[src/rtl/iexe_pkg.sv]
package iexe_pkg;

  localparam int OPW   = 6;
  localparam int FNW   = 7;
  localparam int IDXW  = 5;
  localparam int LITW  = 8;
  localparam int DISPW = 16;

  localparam logic [OPW-1:0]  OPC_INT     = 6'h12;
  localparam logic [2:0]      OPC_MEM_HI  = 3'b101;
  localparam logic [IDXW-1:0] ZERO_REG    = 5'd31;

  localparam logic [5:0] FN_ADDQ = 6'h01;
  localparam logic [5:0] FN_SUBQ = 6'h02;
  localparam logic [5:0] FN_ADDL = 6'h03;
  localparam logic [5:0] FN_SUBL = 6'h04;
  localparam logic [5:0] FN_AND  = 6'h10;
  localparam logic [5:0] FN_OR   = 6'h11;
  localparam logic [5:0] FN_XOR  = 6'h12;
  localparam logic [5:0] FN_CEQ  = 6'h20;
  localparam logic [5:0] FN_CLT  = 6'h21;
  localparam logic [5:0] FN_CULT = 6'h22;

  typedef enum logic [2:0] {
    ALU_ADD, ALU_SUB, ALU_AND, ALU_OR, ALU_XOR, ALU_CEQ, ALU_CLT, ALU_CULT
  } alu_op_e;

  typedef struct packed {
    logic    is_int;
    logic    is_mem;
    logic    bad;
    alu_op_e op;
    logic    is_long;
    logic    ovf_en;
    logic    use_lit;
  } dec_t;

endpackage

[src/rtl/iexe_decode.sv]
module iexe_decode
  import iexe_pkg::*;
#(
  parameter int IW = 32
) (
  input  logic [IW-1:0]    instr,
  output dec_t             dec,
  output logic [IDXW-1:0]  ra_idx,
  output logic [IDXW-1:0]  rb_idx,
  output logic [IDXW-1:0]  rc_idx,
  output logic [LITW-1:0]  lit,
  output logic [DISPW-1:0] disp
);

  localparam int OP_LSB  = IW - OPW;
  localparam int RA_LSB  = OP_LSB - IDXW;
  localparam int RB_LSB  = RA_LSB - IDXW;
  localparam int LIT_LSB = RB_LSB + IDXW - LITW;
  localparam int SEL_BIT = LIT_LSB - 1;
  localparam int FN_LSB  = IDXW;

  logic [OPW-1:0] opc;
  logic [FNW-1:0] fn;
  logic           q_bit;
  logic [5:0]     fn_base;

  assign opc     = instr[IW-1:OP_LSB];
  assign ra_idx  = instr[RA_LSB +: IDXW];
  assign rb_idx  = instr[RB_LSB +: IDXW];
  assign rc_idx  = instr[IDXW-1:0];
  assign lit     = instr[LIT_LSB +: LITW];
  assign disp    = instr[DISPW-1:0];
  assign fn      = instr[FN_LSB +: FNW];
  assign q_bit   = fn[FNW-1];
  assign fn_base = fn[5:0];

  always_comb begin
    dec         = '0;
    dec.op      = ALU_ADD;
    dec.is_int  = (opc == OPC_INT);
    dec.is_mem  = (opc[OPW-1:OPW-3] == OPC_MEM_HI);
    dec.use_lit = instr[SEL_BIT];
    dec.ovf_en  = q_bit;
    if (dec.is_int) begin
      unique case (fn_base)
        FN_ADDQ: dec.op = ALU_ADD;
        FN_SUBQ: dec.op = ALU_SUB;
        FN_ADDL: begin dec.op = ALU_ADD; dec.is_long = 1'b1; end
        FN_SUBL: begin dec.op = ALU_SUB; dec.is_long = 1'b1; end
        FN_AND:  begin dec.op = ALU_AND;  dec.bad = q_bit; end
        FN_OR:   begin dec.op = ALU_OR;   dec.bad = q_bit; end
        FN_XOR:  begin dec.op = ALU_XOR;  dec.bad = q_bit; end
        FN_CEQ:  begin dec.op = ALU_CEQ;  dec.bad = q_bit; end
        FN_CLT:  begin dec.op = ALU_CLT;  dec.bad = q_bit; end
        FN_CULT: begin dec.op = ALU_CULT; dec.bad = q_bit; end
        default: dec.bad = 1'b1;
      endcase
    end else if (!dec.is_mem) begin
      dec.bad = 1'b1;
    end
  end

endmodule

[src/rtl/iexe_opsel.sv]
module iexe_opsel
  import iexe_pkg::*;
#(
  parameter int XLEN = 64
) (
  input  logic [IDXW-1:0] ra_idx,
  input  logic [IDXW-1:0] rb_idx,
  input  logic [XLEN-1:0] ra_val,
  input  logic [XLEN-1:0] rb_val,
  input  logic [LITW-1:0] lit,
  input  logic            use_lit,
  output logic [XLEN-1:0] a_op,
  output logic [XLEN-1:0] rb_z,
  output logic [XLEN-1:0] b_op
);

  localparam int PADW = XLEN - LITW;

  logic [XLEN-1:0] lit_ext;

  assign lit_ext = {{PADW{1'b0}}, lit};
  assign a_op    = (ra_idx == ZERO_REG) ? '0 : ra_val;
  assign rb_z    = (rb_idx == ZERO_REG) ? '0 : rb_val;
  assign b_op    = use_lit ? lit_ext : rb_z;

endmodule

[src/rtl/iexe_alu.sv]
module iexe_alu
  import iexe_pkg::*;
#(
  parameter int XLEN = 64,
  parameter int LW   = 32
) (
  input  alu_op_e         op,
  input  logic            is_long,
  input  logic [XLEN-1:0] a,
  input  logic [XLEN-1:0] b,
  output logic [XLEN-1:0] res,
  output logic            ovf
);

  localparam int HIW = XLEN - LW;

  logic            sub;
  logic [XLEN-1:0] b_eff;
  logic [XLEN-1:0] sum;
  logic [XLEN-1:0] sum_long;
  logic            q_ovf;
  logic            l_ovf;

  assign sub   = (op == ALU_SUB);
  assign b_eff = sub ? ~b : b;
  assign sum   = a + b_eff + {{(XLEN-1){1'b0}}, sub};

  assign q_ovf = (a[XLEN-1] == b_eff[XLEN-1]) && (sum[XLEN-1] != a[XLEN-1]);
  assign l_ovf = (a[LW-1] == b_eff[LW-1]) && (sum[LW-1] != a[LW-1]);

  generate
    if (HIW > 0) begin : g_sext
      assign sum_long = {{HIW{sum[LW-1]}}, sum[LW-1:0]};
    end else begin : g_full
      assign sum_long = sum;
    end
  endgenerate

  always_comb begin
    ovf = 1'b0;
    unique case (op)
      ALU_ADD, ALU_SUB: begin
        res = is_long ? sum_long : sum;
        ovf = is_long ? l_ovf : q_ovf;
      end
      ALU_AND:  res = a & b;
      ALU_OR:   res = a | b;
      ALU_XOR:  res = a ^ b;
      ALU_CEQ:  res = {{(XLEN-1){1'b0}}, (a == b)};
      ALU_CLT:  res = {{(XLEN-1){1'b0}}, ($signed(a) < $signed(b))};
      ALU_CULT: res = {{(XLEN-1){1'b0}}, (a < b)};
      default:  res = '0;
    endcase
  end

endmodule

[src/rtl/iexe_agu.sv]
module iexe_agu
  import iexe_pkg::*;
#(
  parameter int XLEN = 64
) (
  input  logic [XLEN-1:0]  base,
  input  logic [DISPW-1:0] disp,
  output logic [XLEN-1:0]  ea
);

  localparam int PADW = XLEN - DISPW;

  logic [XLEN-1:0] disp_ext;

  assign disp_ext = {{PADW{disp[DISPW-1]}}, disp};
  assign ea       = base + disp_ext;

endmodule

[src/rtl/iexe_unit.sv]
module iexe_unit
  import iexe_pkg::*;
#(
  parameter int XLEN = 64,
  parameter int LW   = 32,
  parameter int IW   = 32
) (
  input  logic            clk,
  input  logic            rst,
  input  logic            in_valid,
  input  logic [IW-1:0]   instr,
  input  logic [XLEN-1:0] ra_val,
  input  logic [XLEN-1:0] rb_val,
  output logic            out_valid,
  output logic            wr_en,
  output logic [IDXW-1:0] wr_idx,
  output logic [XLEN-1:0] wr_data,
  output logic            addr_valid,
  output logic [XLEN-1:0] addr,
  output logic            ovf_trap,
  output logic            illegal
);

  dec_t             dec;
  logic [IDXW-1:0]  ra_idx, rb_idx, rc_idx;
  logic [LITW-1:0]  lit;
  logic [DISPW-1:0] disp;
  logic [XLEN-1:0]  a_op, b_op, rb_z;
  logic [XLEN-1:0]  alu_res, ea;
  logic             alu_ovf;
  logic             int_ok, trap_n, wen_n, mem_n, bad_n;

  iexe_decode #(.IW(IW)) u_dec (
    .instr  (instr),
    .dec    (dec),
    .ra_idx (ra_idx),
    .rb_idx (rb_idx),
    .rc_idx (rc_idx),
    .lit    (lit),
    .disp   (disp)
  );

  iexe_opsel #(.XLEN(XLEN)) u_opsel (
    .ra_idx  (ra_idx),
    .rb_idx  (rb_idx),
    .ra_val  (ra_val),
    .rb_val  (rb_val),
    .lit     (lit),
    .use_lit (dec.use_lit),
    .a_op    (a_op),
    .rb_z    (rb_z),
    .b_op    (b_op)
  );

  iexe_alu #(.XLEN(XLEN), .LW(LW)) u_alu (
    .op      (dec.op),
    .is_long (dec.is_long),
    .a       (a_op),
    .b       (b_op),
    .res     (alu_res),
    .ovf     (alu_ovf)
  );

  iexe_agu #(.XLEN(XLEN)) u_agu (
    .base (rb_z),
    .disp (disp),
    .ea   (ea)
  );

  assign int_ok = in_valid && dec.is_int && !dec.bad;
  assign trap_n = int_ok && dec.ovf_en && alu_ovf;
  assign wen_n  = int_ok && !trap_n && (rc_idx != ZERO_REG);
  assign mem_n  = in_valid && dec.is_mem;
  assign bad_n  = in_valid && dec.bad;

  always_ff @(posedge clk) begin
    if (rst) begin
      out_valid  <= 1'b0;
      wr_en      <= 1'b0;
      wr_idx     <= '0;
      wr_data    <= '0;
      addr_valid <= 1'b0;
      addr       <= '0;
      ovf_trap   <= 1'b0;
      illegal    <= 1'b0;
    end else begin
      out_valid  <= in_valid;
      wr_en      <= wen_n;
      wr_idx     <= rc_idx;
      wr_data    <= alu_res;
      addr_valid <= mem_n;
      addr       <= ea;
      ovf_trap   <= trap_n;
      illegal    <= bad_n;
    end
  end

endmodule

[config.mk]
export PLATFORM = sky130hd
export DESIGN_NAME = iexe_unit
export DESIGN_NICKNAME = d
export VERILOG_FILES = /design/src/rtl/iexe_pkg.sv /design/src/rtl/iexe_decode.sv /design/src/rtl/iexe_opsel.sv /design/src/rtl/iexe_alu.sv /design/src/rtl/iexe_agu.sv /design/src/rtl/iexe_unit.sv
export SDC_FILE = /design/constraint.sdc
export NUM_CORES = 1
export LEC_CHECK = 0
export ABC_AREA = 0
export BUFFER_PORTS_ARGS = -buffer_cell sky130_fd_sc_hd__buf_4
export CORE_ASPECT_RATIO = 1.75
export CORE_MARGIN = 1.5
export CORE_UTILIZATION = 40
export CTS_CLUSTER_SIZE = 8
export DETAILED_ROUTE_END_ITERATION = 10
export SLEW_MARGIN = 20
export SYNTH_ARGS = -nofsm -noshare
export SYNTH_HDL_FRONTEND = slang
export SYNTH_HIERARCHICAL = 1
export SYNTH_SLANG_ARGS = --single-unit
export TNS_END_PERCENT = 30
[constraint.sdc]
create_clock -name clk -period 7.14 [get_ports clk]
set_input_delay 1.428 -clock clk [delete_from_list [all_inputs] [get_ports clk]]
set_output_delay 1.428 -clock clk [all_outputs]
set_load 0.03 [all_outputs]
## Word-level counts from Yosys, hierarchy flattened

Index checks and enable logic that the tools add are counted.

| word-level totals | value |
|---|---|
| register bits after elaboration | 138 |
| input port bits | 163 |

| cells by class | value |
|---|---|
| add/subtract/negate cells | 3 |
| order comparisons | 2 |
| equal/unequal tests | 27 |
| multiplexer cells | 14 |
| bitwise gates (word level) | 4 |
| reduce and logical (&&, ||, !) cells | 18 |

Operators by type and width:

| kind | count |
|---|---|
| 64-bit case mux with 7 select lines | 1 |
| 64-bit two-way mux | 5 |
| 64-bit adder | 2 |
| 64-bit < comparator | 2 |
| 64-bit by 1-bit adder with 64-bit output | 1 |
| 64-bit AND | 1 |
| 64-bit equality test | 1 |
| 64-bit inverter | 1 |
| 64-bit bitwise OR | 1 |
| 64-bit bitwise XOR | 1 |
| 6-bit by 5-bit equality test with 1-bit output (second input constant) | 4 |
| 3-bit case mux with 7 select lines | 1 |
| 6-bit equality test (second input constant) | 3 |
| 3-bit equality test (second input constant) | 5 |
| 6-bit by 2-bit equality test with 1-bit output (second input constant) | 2 |
| 5-bit equality test (second input constant) | 2 |
| 1-bit logical AND | 10 |
| 3-bit by 2-bit equality test with 1-bit output (second input constant) | 2 |
| 6-bit by 1-bit equality test with 1-bit output (second input constant) | 1 |
| 6-bit by 3-bit equality test with 1-bit output (second input constant) | 1 |
| 2-bit OR reduction | 3 |
| 6-bit OR reduction | 1 |
| 1-bit two-way mux | 5 |
| 5-bit inequality test (second input constant) | 1 |
| other kinds (8) | 11 |

## Logic depth before layout (Yosys ltp)

Gate-level depths: netlist of the first run.

| logic depth | value |
|---|---|
| depth after elaboration | 16 |
| mapped depth | 25 |
| gate-level depth less buffers | 20 |

## Cells and area by module

The synthesis of the first run kept the hierarchy.

By module, submodules not included:

| module | times used | cells an instance | area each (µm²) | seq. area each (µm²) |
|---|---|---|---|---|
| iexe_alu | 1 | 1535 | 10291.1 | 0.0 |
| iexe_unit | 1 | 294 | 3937.5 | 2762.6 |
| iexe_agu | 1 | 579 | 3902.5 | 0.0 |
| iexe_opsel | 1 | 309 | 2895.3 | 0.0 |
| iexe_decode | 1 | 75 | 528.0 | 0.0 |

## Worst setup path after synthesis of the first run

OpenSTA, ideal clock, no wires.

| path | value |
|---|---|
| path type | input -> register |
| start | input instr[28] |
| end | register wr_en |
| library setup time | 0.086 ns |
| arrival time | 6.220 ns |
| required time | 7.054 ns |
| path slack | 0.834 ns |
| stages | 21 |
| buffers on the path | 3 |
| cell sequence | nor4b_2 -> nand3b_1 -> nor4_1 -> nor2_1 -> and2_1 -> clkbuf_1 -> clkbuf_1 -> xnor2_1 -> ha_1 -> a21oi_1 -> o21bai_1 -> a211o_1 -> o2111ai_1 -> and3_1 -> buf_2 -> o211ai_1 -> a311oi_1 -> a21o_1 -> mux2i_1 -> nand2_1 -> a221oi_2 |

RTL lines:

| item | line | source |
|---|---|---|
| start, declared | iexe_unit.sv:11 | `input logic [IW-1:0] instr,` |
| end signal, assigned | iexe_unit.sv:88 | `wr_en <= wen_n;` |
| end, declared | iexe_unit.sv:15 | `output logic wr_en,` |

==> results of run 1 <==
## cells in the final DEF, fill, tap and decap left out, drive strengths merged, types with 55 or more instances in the layout
cell type    n
a21boi     134
nor2       156
nand2      154
dfxtp      138
nand2b      93
buf        333
nor2b      149
a21oi      343
a21o        55
o21ai      164
ha         317
inv        229
xnor2      134
a211oi      60
## worst paths after layout
| check | endpoint | from |
|---|---|---|
| worst min-delay path | wr_idx[3] | instr[3] |
| worst max-delay path | wr_data[62] | instr[28] |
## state kept, by name, summed over array words and instances (netlist names)
signal / flops
wr_data: 64
illegal: 1
addr_valid: 1
wr_idx: 5
addr: 64
ovf_trap: 1
out_valid: 1
wr_en: 1
## through the flow
step	instance area [sq um]	setup WS, ns	utilization (%)
finish	24100	0.753	45.3
global route	24100	0.671	45.3
CTS	24100	0.916	45.3
detailed placement	23600	0.429	44.2
global placement	23600	0.506	44.2
floorplan	21600	0.834	-
## metal layers
metal / wire (microns) / global-route usage (%) / up-vias / part of all wire (%)
met5: 0 / 0 / - / 0
met4: 3880 / 14.1 / 0 / 5.0
met3: 2960 / 2.57 / 149 / 3.8
met2: 39900 / 50.9 / 616 / 51
met1: 30800 / 30.8 / 9697 / 40
li1: - / - / 9934 / -
## cell families (layout without fill, tap and decap cells)
logic type / count (synthesis) / after routing / synth area share, %
xor gates and xnor gates: 178 / 178 / 7.23
AOI/OAI and AO/OA: 937 / 937 / 30.5
adders and majority gates: 319 / 319 / 18.6
DFF: 138 / 138 / 12.8
buffers and inverters: 444 / 591 / 10.6
muxes: 17 / 17 / 0.795
and+or+nand+nor: 759 / 759 / 19.4
## power groups by stage
stage / Sequential, mW / Combinational (mW) / Clock (mW)
after floorplan: 1.14 / 1.12 / 0
after global placement: 0.933 / 1.88 / 0
after detailed placement: 0.934 / 1.89 / 0
after CTS: 0.917 / 1.90 / 0.991
after global routing: 0.924 / 2.06 / 1.01
final: 0.915 / 1.91 / 0.959
## critical path, stage by stage
cell and delay, ns:
buf_4 0.11, nor4b_2 0.42, nand3b_1 0.27, nor4_2 0.37
buf_4 0.50, or4b_4 0.26, o21ai_0 0.11, fa_1 0.45
a21o_1 0.23, a31o_2 0.27, a31oi_1 0.17, o31ai_1 0.15
a211oi_1 0.66, nor2_1 0.29, a31oi_1 0.34, o21ai_0 0.20
and3_1 0.22, nor3_1 0.18, nor2b_1 0.14
## layout make-up
cell class / instances / area share, %
multi-input cells: 2210 / 68.4
repair buffers: 333 / 10.7
clock inverters: 13 / 0.586
clock buffers: 19 / 1.83
flip-flops and latches: 138 / 11.4
well taps: 684 / 3.54
inverters: 226 / 3.51
==> results.yml, run 1 <==
cts:
  cts_hold_buf: 0
  htree_levels: 4
  cts.sinks: 138
  cts_root_buf: "clkbuf_16"
  cts_resized: 0
  post_cts_buffers: 0
  cts_buffers: 17
  cts_tree: "done"
  cts.clk_slew.worst_paths_ns: 0.08
  clock_path_buffers: 2
yosys:
  ys_top_cells_by_count: "ha_1 (317), a21oi_1 (287), inv_1 (224)"
  yosys.area.top_type_share_pct: 18.4
  ys_types: 107
  synth_edf_count: 0
  synth.most_common_cell: "ha_1"
  synth_area_leaders: "ha_1 (18%), dfxtp_1 (13%), a21oi_1 (6.7%)"
  synthCells: 2792
  synth_area_sq_mm: 0.0216
  ys_ff_latch: 138
  avgSynthCellArea_sq_um: 7.72
  synth_fp_nets: 3274
  yosysWarnings: 6
  synth-main-ff-cell: "dfxtp_1"
  yosys.area.top_type: "ha_1"
  async_flop_share_pct: 0
  synth_seq_area_share_pct: 12.8
placed_design:
  io_buffers: 300
  gp_congestion: 0.980
  dp_hpwl_microns: 62000
  placedCellCount: 3591
final_layout:
  nets: 3408
  syn_to_final_growth_pct: 12.0
  n_antenna_cell: 0
  nFillCells: 5474
  drive_gt1_share_pct: 22.0
  ff_latch_area_sq_mm: 0.00276
  multi_input_area_sq_mm: 0.0165
  final_cells: 3623
grt:
  grt_max_degree: 108
  grt_pass1_vias: 20500
  grt_pass1_wl_microns: 116000
  grt.overflow.total: 0
  antenna_found_initial: 0
  track_usage_pct: 27.5
sta:
  worst_pin_slew_ns: 1.14
  final.setup.tns_ns: 0
  max_freq_ghz: 0.157
  rsz0062_at_grt: "false"
  hold_viol_final: 0
  holdWs_ns: 1.21
  period_share_pct: 89.4
  drv_slew: 0
  maxSlewHeadroom_pct: 22.3
  min_period_ns: 6.39
  finalSetupViolCount: 0
pwr:
  p_sw_mw: 1.61
  p_int_mw: 2.17
  leakage_nw: 10.8
  comb_power_share_pct: 50.4
  seq_power_share_pct: 24.2
  clkPwrFrac_pct: 25.4
  p_per_area_mw_per_mm2: 157
  p_sw_share_pct: 42.6
  finalPower_mw: 3.78
  ir_drop_uv: 179
die:
  row_count: 112
  ioPinCount: 301
  dieArea_sq_mm: 0.0553
  die_w_microns: 178
  die_y_microns: 310
  fp.coreArea_sq_mm: 0.0533
  initial_core_util_pct: 40.5
routing:
  dr.first_iter.drc_count: 1331
  routedWlPerCell_microns: 21.4
  drc_errors: 0
  detail-route-antenna-nets: 0
  vias: 20400
  routed_wirelength_microns: 77500
  first_pass_iters: 5
  vias_per_cell: 5.63
min_path:
  min_path_cells: 2
  hold_class: "in2reg"
worst_setup_path:
  crit_required_ns: 7.54
  cp_data_arrival_time_ns: 6.79
  critPathMaxFanout: 49
  worst_setup_path_start_kind: "input port"
  critPathKind: "in2reg"
  end_kind: "flip-flop"
job:
  drv_cap: 0
status:
  status: "complete, no violations"
No activity file was read; power rests on OpenSTA's default activity.
==> run 2: changes to the inputs <==
- clock period: 7.14 -> 5.1 ns (I/O delays scaled with it)
==> run 2 against run 1 <==
Net effect:
- flip-flop and latch count unchanged
- critical path depth up 6
- utilization up 8.4 points
- global-route usage up 2.1 points
- routed wire length up 8.2%
- critical endpoint is now wr_data[49]
==> results.yml, run 2 (synthesis gave the netlist of run 1 again) <==
cts:
  cts_tree: "done"
  cts.sinks: 138
  cts.clk_slew.worst_paths_ns: 0.07
  cts_root_buf: "clkbuf_16"
  htree_levels: 4
  clock_path_buffers: 2
  cts_buffers: 17
final_layout:
  largestRegisters: "addr x64, wr_data x64, wr_idx x5"
  syn_to_final_growth_pct: 32.8
  final_cells: 4136
  nets: 3919
  final_common_cell: "buf_4"
  final_cell_mix: "buf_4 (818), ha_1 (311), a21oi_1 (269), inv_1 (224), nor2_1 (152)"
  drive_gt1_share_pct: 35.5
  final_core_util_pct: 53.8
  fin_area_sq_mm: 0.0286
pwr:
  leakage_nw: 13.5
  ir_drop_uv: 262
  p_per_area_mw_per_mm2: 205
worst_setup_path:
  crit_start: "instr[31]"
  critPathKind: "in2reg"
  end_kind: "flip-flop"
  cpPeakStageDelay_ns: 0.49
  critPathMaxFanout: 11
  slowest_stage: "a2111oi_4"
  worst-path-stages: 25
  cpMostUsedCell: "buf_6"
  cp_top_family: "simple AND/OR/NAND/NOR gates"
  critPathBufInv: 9
  crit_required_ns: 5.43
  cp_data_arrival_time_ns: 5.37
  worst_setup_path_start_kind: "input port"
status:
  status: "complete, no violations"
die:
  initial_core_util_pct: 40.5
  row_count: 112
  fp.coreArea_sq_mm: 0.0533
  die_w_microns: 178
  die_y_microns: 310
  dieArea_sq_mm: 0.0553
  ioPinCount: 301
sta:
  maxSlewHeadroom_pct: 30.1
  finalSetupViolCount: 0
  postLayoutSetupSlackWorst_ns: 0.0611
  period_share_pct: 98.8
  hold_viol_final: 0
  drv_slew: 0
  rsz0062_at_grt: "true"
  min_period_ns: 5.04
  final.setup.tns_ns: 0
  max_freq_ghz: 0.198
  worst_pin_slew_ns: 1.05
min_path:
  min_path_cells: 2
  hold_class: "in2reg"
  hp-start: "instr[0]"
routing:
  routed_wirelength_microns: 83900
  vias: 22600
  detail-route-antenna-nets: 0
  first_pass_iters: 5
  routedWlPerCell_microns: 20.3
  drc_errors: 0
  dr.first_iter.drc_count: 1365
  vias_per_cell: 5.46
placed_design:
  io_buffers: 300
  dp_hpwl_microns: 68500
  gp_congestion: 0.996
  placedCellCount: 4071
  dp_slack_ns: -0.831
  placed_cell_area_sq_mm: 0.0272
grt:
  antenna_found_initial: 5
  grt.overflow.total: 0
  grt_pass1_wl_microns: 125000
  track_usage_pct: 29.6
  grt_pass1_vias: 22800
  grt_max_degree: 108
job:
  drv_cap: 0
==> run 2: report_power, final <==
part / internal, mW / switching, mW / leakage (nW)
Clock: 0.783 / 0.609 / 0.281
Combinational: 1.45 / 1.73 / 12.0
Sequential: 1.23 / 0.0576 / 1.15
Total: 3.46 / 2.40 / 13.5
==> run 2: final cells by class <==
cell class	instances	area, sq um
timing repair buffer	844	6570
antenna	3	7.51
clock inverter	13	168
sequential	138	2760
multi-input combinational	2210	17000
clock buffer	18	439
inverter	226	848
tap	684	856
fill	5241	24600
==> run 2: final timing paths <==
check | to | slack, ns
worst max-delay path | wr_data[49] | 0.06
worst min-delay path | wr_en | 0.79
==> run 2: layer usage <==
layer	part of all wire (%)	track usage (%)	routed length (microns)
met5	0.027	0	23
met4	6.5	18.8	5410
met3	3.5	2.64	2930
met2	52	54.7	43500
met1	38	31.7	32000
==> run 2: stage by stage <==
step	total power [mW]	hold slack [ns]
floorplan	3.16	1.19
global placement	4.35	1.26
detailed placement	4.39	1.27
CTS	5.80	0.772
global route	6.17	0.787
finish	5.87	0.788
==> run 2: repair_timing <==
action	4_1_cts	5_1_grt
hold buffers	0	0
hold endpoints to repair	0	0
pin swaps	7	60
resized for setup	17	95
cloned	0	2
setup buffers	3	30
setup endpoints to repair	27	35
==> run 3: changes to the inputs <==
- CORE_ASPECT_RATIO: 1.75 -> 0.5
==> run 3 against run 2 <==
Net effect:
- clock power barely moved
- critical path depth shrank 2
- total power down 1.9%
- utilization up 0.65 points
- flip-flop and latch count stayed put
- global-route usage shrank 1.8 points
- worst hold slack got worse by 0.018 ns
- largest cell class unchanged
- highest routed layer is now met4
==> results.yml, run 3 (synthesis gave the netlist of run 1 again) <==
sta:
  worst_pin_slew_ns: 0.992
  final.setup.tns_ns: 0
  holdWs_ns: 0.769
  min_period_ns: 4.98
  drv_slew: 0
  finalSetupViolCount: 0
  rsz0062_at_grt: "true"
  hold_viol_final: 0
  max_freq_ghz: 0.201
  period_share_pct: 97.7
  maxSlewHeadroom_pct: 33.9
placed_design:
  gp_congestion: 1.00
  dp_hpwl_microns: 64900
  io_buffers: 300
grt:
  antenna_found_initial: 6
  grt_max_degree: 104
  grt_pass1_vias: 21600
  track_usage_pct: 27.8
  grt.overflow.total: 0
  grt_pass1_wl_microns: 121000
cts:
  htree_levels: 4
  clock_path_buffers: 2
  cts_hold_buf: 0
  cts.clk_slew.worst_paths_ns: 0.08
  cts.sinks: 138
  cts_tree: "done"
  cts_root_buf: "clkbuf_16"
  cts_buffers: 17
die:
  fp.coreArea_sq_mm: 0.0526
  ioPinCount: 301
  die_w_microns: 331
  initial_core_util_pct: 41.0
  dieArea_sq_mm: 0.0554
  die_y_microns: 167
  row_count: 59
job:
  drv_cap: 0
final_layout:
  final_common_cell: "buf_4"
  syn_to_final_growth_pct: 32.7
  final_cell_mix: "buf_4 (842), ha_1 (316), a21oi_1 (272), inv_1 (224), nor2_1 (153)"
  largestRegisters: "addr x64, wr_data x64, wr_idx x5"
  drive_gt1_share_pct: 35.1
  nets: 3940
routing:
  top_layer: "met4"
  routed_wirelength_microns: 79200
  first_pass_iters: 5
  vias_per_cell: 5.32
  met3_length_microns: 5240
  detail-route-antenna-nets: 0
  wl_met2_microns: 34700
  routedWlPerCell_microns: 19.0
  vias: 22200
  drc_errors: 0
  wl_met1_microns: 37600
  dr.first_iter.drc_count: 1649
worst_setup_path:
  slowest_stage: "ha_1"
  crit_required_ns: 5.42
  cpMostUsedCell: "buf_4"
  cp_data_arrival_time_ns: 5.31
  end_kind: "flip-flop"
  critPathKind: "in2reg"
  cpPeakStageDelay_ns: 0.36
  critPathMaxFanout: 6
  worst_setup_path_start_kind: "input port"
  crit_chain: "buf_4 > nor4b_4 > nand3b_1 > buf_4 > buf_4 > nor3_4 > and2_4 > buf_12 > xnor2_1 > ha_1 > nand4_1 > buf_4 > nor4b_4 > o211ai_2 > buf_4 > a2111oi_4 > a211oi_4 > buf_6 > o31a_1 > nor3_2 > mux2i_1 > o211ai_1 > nor2b_1"
pwr:
  p_per_area_mw_per_mm2: 201
  seq_power_share_pct: 22.1
  ir_drop_uv: 186
  p_sw_mw: 2.33
  clkPwrFrac_pct: 23.8
  leakage_nw: 13.5
  p_int_mw: 3.42
  comb_power_share_pct: 54.1
  p_sw_share_pct: 40.5
min_path:
  hold_class: "in2reg"
status:
  status: "complete, no violations"
## run 3: changes by cell type in the layout (fill, tap and decap cells not counted), sizes merged
cell,delta
clkinv,+3
clkinvlp,-3
diode,+1
clkbuf,-1
buf,+22
## run 3: final cells by class
type	count	area, sq um
antenna	4	10.0
tap	701	877
inverter	226	848
multi-input combinational	2210	16800
fill	5100	24000
clock buffer	18	429
clock inverter	13	168
sequential	138	2760
timing repair buffer	865	6740
## run 3: power groups by stage
stage	clock (mW)	sequential, mW	combinational, mW
after global placement	0	1.30	3.02
final	1.37	1.27	3.11
after detailed placement	0	1.30	3.04
after floorplan	0	1.59	1.57
after CTS	1.40	1.27	3.06
after global routing	1.45	1.28	3.37
## run 3: layer usage
metal	global-route usage (%)	vias up
met1	38.7	10500
li1	-	11000
met3	4.99	85
met4	6.87	0
met5	0	-
met2	44.2	620
## run 3: path summary, 6_finish.rpt
check             startpoint           to  slack [ns]  cells past startpoint
setup / recovery   instr[28]  wr_data[57]        0.12                     23
hold / removal      instr[0]        wr_en        0.77                      2
## run 3: what timing repair did
action                                  4_1_cts  5_1_grt
gates resized for setup                       1       54
buffers inserted                              0       17
endpoints found under the setup margin        2       36
gates cloned                                  0        1
pin swaps                                     0       30
## run 3: worst max-delay path, delay by kind of cell
family / cells / cell delay, ns
and+or+nand+nor: 8 / 1.60
AOI/OAI and AO/OA: 5 / 0.95
adders and majority gates: 1 / 0.36
xor gates and xnor gates: 1 / 0.07
buffers and inverters: 7 / 1.08
muxes: 1 / 0.20
## run 3: stage by stage
stage	cell area (sq um)	setup slack (ns)	power (mW)	instances	utilization, %
floorplan	21700	-0.0913	3.16	2792	-
global placement	27600	-0.473	4.32	4124	52.6
detailed placement	27600	-0.499	4.34	4124	52.6
CTS	28200	-0.0137	5.73	4155	53.7
global route	28600	-0.117	6.10	4175	54.4
finish	28600	0.116	5.76	4175	54.4
